### config.mk
export PLATFORM = sky130hd
export DESIGN_NAME = muldiv_unit
export DESIGN_NICKNAME = d
export VERILOG_FILES = /design/src/rtl/muldiv_unit.sv
export SDC_FILE = /design/constraint.sdc
export NUM_CORES = 2
export LEC_CHECK = 0
export ABC_AREA = 1
export BUFFER_PORTS_ARGS = -buffer_cell sky130_fd_sc_hd__buf_2
export CORE_MARGIN = 2
export CORE_UTILIZATION = 60
export DETAILED_ROUTE_END_ITERATION = 12
export MAX_ROUTING_LAYER = met4
export PLACE_DENSITY_LB_ADDON = 0.08
export SLEW_MARGIN = 25
export SYNTH_ARGS = -nofsm -noshare
export SYNTH_HDL_FRONTEND = slang
export SYNTH_SLANG_ARGS = --single-unit
### constraint.sdc
create_clock -name clk -period 11.25 [get_ports clk]
set_clock_uncertainty 0.05 [all_clocks]
set_input_delay 0.5625 -clock clk [delete_from_list [all_inputs] [get_ports clk]]
set_output_delay 0.5625 -clock clk [all_outputs]
set_load 0.005 [all_outputs]
### src/rtl/muldiv_unit.sv
`timescale 1ns/1ps
module muldiv_unit #(
  parameter int XLEN = 32
) (
  input  logic            clk,
  input  logic            rst_n,
  input  logic            in_valid,
  output logic            in_ready,
  input  logic [3:0]      in_op,
  input  logic [XLEN-1:0] in_a,
  input  logic [XLEN-1:0] in_b,
  output logic            out_valid,
  output logic [XLEN-1:0] out_value,
  output logic            out_fault
);
  localparam int PW = $clog2(XLEN);
  localparam int W2 = 2 * XLEN;

  typedef enum logic [1:0] {S_IDLE, S_MUL, S_DIV, S_DONE} state_t;

  state_t          st;
  logic [3:0]      op_q;
  logic [W2-1:0]   prod;
  logic [XLEN-1:0] rem, dvs, quo;
  logic [PW-1:0]   ptr;
  logic            neg_q, neg_r, dz;

  wire accept  = in_valid && in_ready;
  wire sa      = in_a[XLEN-1];
  wire sb      = in_b[XLEN-1];
  wire is_sdiv = (in_op == 4'b0100) || (in_op == 4'b0110);

  wire [XLEN-1:0] neg_a = -in_a;
  wire [XLEN-1:0] neg_b = -in_b;
  wire [XLEN-1:0] ma = (sa && (in_op == 4'b0001 || in_op == 4'b0010)) ? neg_a : in_a;
  wire [XLEN-1:0] mb = (sb && in_op == 4'b0001) ? neg_b : in_b;
  wire [XLEN-1:0] da = (sa && is_sdiv) ? neg_a : in_a;
  wire [XLEN-1:0] db = (sb && is_sdiv) ? neg_b : in_b;

  wire [W2-1:0]   nprod  = -prod;
  wire [XLEN-1:0] ptr_lo_pad = '0;
  wire [PW-1:0]   ptr_lo = ptr - 1'b1;

  logic [W2-1:0]   t_hi, t_lo;
  logic [XLEN-1:0] r_mid, nrem, nquo;

  always_comb begin
    t_hi  = {ptr_lo_pad, dvs} << ptr;
    t_lo  = {ptr_lo_pad, dvs} << ptr_lo;
    nquo  = quo;
    r_mid = rem;
    if ({ptr_lo_pad, rem} >= t_hi) begin
      r_mid     = rem - t_hi[XLEN-1:0];
      nquo[ptr] = 1'b1;
    end
    nrem = r_mid;
    if ({ptr_lo_pad, r_mid} >= t_lo) begin
      nrem         = r_mid - t_lo[XLEN-1:0];
      nquo[ptr_lo] = 1'b1;
    end
  end

  always_ff @(posedge clk) begin
    if (!rst_n) begin
      st    <= S_IDLE;
      op_q  <= '0;
      prod  <= '0;
      rem   <= '0;
      dvs   <= '0;
      quo   <= '0;
      ptr   <= '0;
      neg_q <= 1'b0;
      neg_r <= 1'b0;
      dz    <= 1'b0;
    end else begin
      case (st)
        S_IDLE: if (accept) begin
          op_q <= in_op;
          if (in_op[3]) begin
            st <= S_DONE;
          end else if (!in_op[2]) begin
            prod  <= {ptr_lo_pad, ma} * {ptr_lo_pad, mb};
            neg_q <= (in_op == 4'b0001) ? (sa ^ sb) : (in_op == 4'b0010) ? sa : 1'b0;
            st    <= S_MUL;
          end else begin
            rem   <= da;
            dvs   <= db;
            quo   <= '0;
            ptr   <= PW'(XLEN - 1);
            neg_q <= is_sdiv && (sa ^ sb);
            neg_r <= is_sdiv && sa;
            dz    <= (in_b == '0);
            st    <= (in_b == '0 || in_a == '0) ? S_DONE : S_DIV;
          end
        end
        S_DIV: begin
          rem <= nrem;
          quo <= nquo;
          ptr <= ptr - PW'(2);
          if (ptr == PW'(1) || nrem == '0) st <= S_DONE;
        end
        default: st <= S_IDLE;
      endcase
    end
  end

  assign in_ready  = (st == S_IDLE);
  assign out_valid = (st == S_MUL) || (st == S_DONE);
  assign out_fault = (st == S_DONE) && op_q[3];

  always_comb begin
    out_value = '0;
    if (st == S_MUL) begin
      if (op_q[1:0] == 2'b00) out_value = prod[XLEN-1:0];
      else out_value = neg_q ? nprod[W2-1:XLEN] : prod[W2-1:XLEN];
    end else if (st == S_DONE && !op_q[3] && op_q[2]) begin
      if (op_q[1]) out_value = neg_r ? -rem : rem;
      else if (dz) out_value = '1;
      else out_value = neg_q ? -quo : quo;
    end
  end
endmodule

==> qor.yml <==
dr.pass1.iters: 10
ys_ff_latch: 174
cp.required_ns: 11.61
die_w_um: 302
syn_area_sq_mm: 0.0534
routed_wl_um: 227000
async_reset_ff_share_pct: 0
critical_path_class: "in2reg"
cts_tree: "built"
row_count: 109
synth_top_cell_area_share_pct: 33.6
rsz0062_at_grt: "false"
port-buffer-count: 105
drive_above_1_share_pct: 5.70
mostFrequentLayoutCell: "nand2_1"
syn-num-nets: 8947
die_y_um: 302
finalSetupTns_ns: 0
period_needed_ns: 10.23
nFillCells: 8228
ios: 106
setup_viol: 0
critPathSlowestCell: "fa_1"
syn_inst: 7641
min_period_over_period_pct: 90.9
die_area_sq_mm: 0.0914
clk_latency_ns: 0.52
grt.total_usage_pct: 52.0
grt_max_degree: 89
maxCapViolations: 0
grt_pass1_vias: 54866
synth_top_cell_by_area: "fa_1"
min_path_cells: 3
relSlewSlack_pct: 15.4
crit_top_cell: "fa_1"
post_cts_resized: 0
r2r_cells: 44
status: "finished, final reports clean"
holdCritPathClass: "in2reg"
tightest_slew_ns: 1.26
post-dp-hpwl_um: 183000
cp_max_fo: 15
cts_setup_buffers: 0
htreeDepth: 4
ys_warn_count: 0
dr.first_iter.drc_count: 7800
synth_ff_type: "dfxtp_1"
gp_congestion: 1.15
hold_viol_final: 0
max_stage_delay_ns: 0.61
cts_hold_buf: 0
synth_edf_count: 0
start_kind: "primary input"
design.core.area_sq_mm: 0.0884
syn2layout_area_growth_pct: 4.54
cts_buffers: 17
worstPathArrival_ns: 10.59
ys_types: 64
clockBufferDepth: 2
syn_area_per_cell_sq_um: 6.99
cts_root_buf: "clkbuf_16"
wl_per_cell_um: 25.9
seq_area_frac_synth_pct: 6.52
via_count: 55018
final_cell_mix: "nand2_1 (1,510), inv_1 (1,463), nor2_1 (945), fa_1 (898), nand3_1 (407)"
fmax_ghz: 0.0978
antenna_left: 0
drc_errors: 0
whs_ns: 0.283
antenna_found_initial: 23
drt-vias-per-instance: 6.26
cts_num_sinks: 174
end_kind: "flip-flop"
grt_pass1_wl_um: 337000
report.final.slew_viol_count: 0
ys_top_cells_by_area: "fa_1 (34%), nand2_1 (11%), inv_1 (10%)"
clk_pin_slew_ns: 0.08
start_util_pct: 60.5
final_core_util_pct: 63.2
grt_overflow: 0
nNetsFinal: 8889
==> state kept, by name (all words and copies together), names as in the netlist, 2 cells and up <==
name and cells:
prod 64, dvs 32, quo 32, rem 32
ptr 5, op_q 4, st 2
==> layer usage <==
metal / global-route usage, % / up-vias / share of wire [%]
li1: - / 23617 / -
met1: 57.0 / 26004 / 33
met2: 77.3 / 4054 / 43
met3: 14.3 / 1343 / 12
met4: 46.6 / 0 / 12
met5: - / - / 0
==> cells in the mapped netlist, types with 16 or more instances <==
cell type     n
clkbuf_1    233
xor2_1      104
and2_1       22
o211ai_1     38
buf_6        16
nand4_1      88
a21oi_1     387
fa_1        898
nand2_1    1512
buf_2        54
nand2_2      23
o221ai_1     26
a31oi_1      58
ha_1        337
or2_2        23
clkinv_1     18
nand3_1     407
inv_2        23
xnor2_1      45
o22ai_1      16
o21bai_1     31
o21ai_0     346
nor2_1      949
nor4_1       24
nor3_1       95
inv_1      1465
o21ai_1      52
dfxtp_1     174
==> worst max-delay path, delay by kind of cell <==
family	cells	cell delay [ns]
adder cells (fa/ha/maj)	10	4.79
XOR/XNOR	2	0.30
buffers and inverters	9	1.45
AO/OA/AOI/OAI	7	1.59
AND/OR/NAND/NOR	10	1.86
==> metrics by stage <==
stage               area [sq um]  cells  worst slack, ns
floorplan                  53400   7641             1.88
global placement           55200   8728            0.763
detailed placement         55200   8729            0.681
CTS                        55800   8761             1.18
global route               55800   8780            0.371
finish                     55900   8782             1.02
==> kinds of logic (layout without fill, tap and decap cells) <==
| kind of cell | count (synthesis) | count (layout) | synth area share (%) |
|---|---|---|---|
| flip-flops | 174 | 174 | 6.52 |
| AO/OA/AOI/OAI | 1055 | 1055 | 11.2 |
| XOR/XNOR | 150 | 150 | 2.47 |
| other | 0 | 21 | 0 |
| buffers and inverters | 1836 | 1791 | 13.3 |
| AND/OR/NAND/NOR | 3191 | 3191 | 24.9 |
| adder cells (fa/ha/maj) | 1235 | 1235 | 41.5 |
==> path summary, 6_finish.rpt <==
kind              slack [ns]  endpoint     start
hold reg to reg         0.44   dvs[28]   dvs[28]
setup / recovery        1.02  prod[44]   in_a[0]
setup reg to reg        2.20     st[0]    ptr[0]
hold / removal          0.28   op_q[2]  in_op[2]
==> layout make-up <==
type / instances / area (sq um) / share of cell area [%]
Sequential cell: 174 / 3480 / 6.24
Antenna cell: 21 / 52.6 / 0.0941
Inverter: 1509 / 5670 / 10.2
Clock inverter: 15 / 180 / 0.323
Clock buffer: 17 / 425 / 0.762
Tap cell: 1165 / 1460 / 2.61
Multi-Input combinational cell: 5631 / 42900 / 76.9
Timing Repair Buffer: 250 / 1640 / 2.93
Power is left out: the tool's default activity adds up to more than one toggle a clock period on the data nets, which glitch-free logic cannot reach.
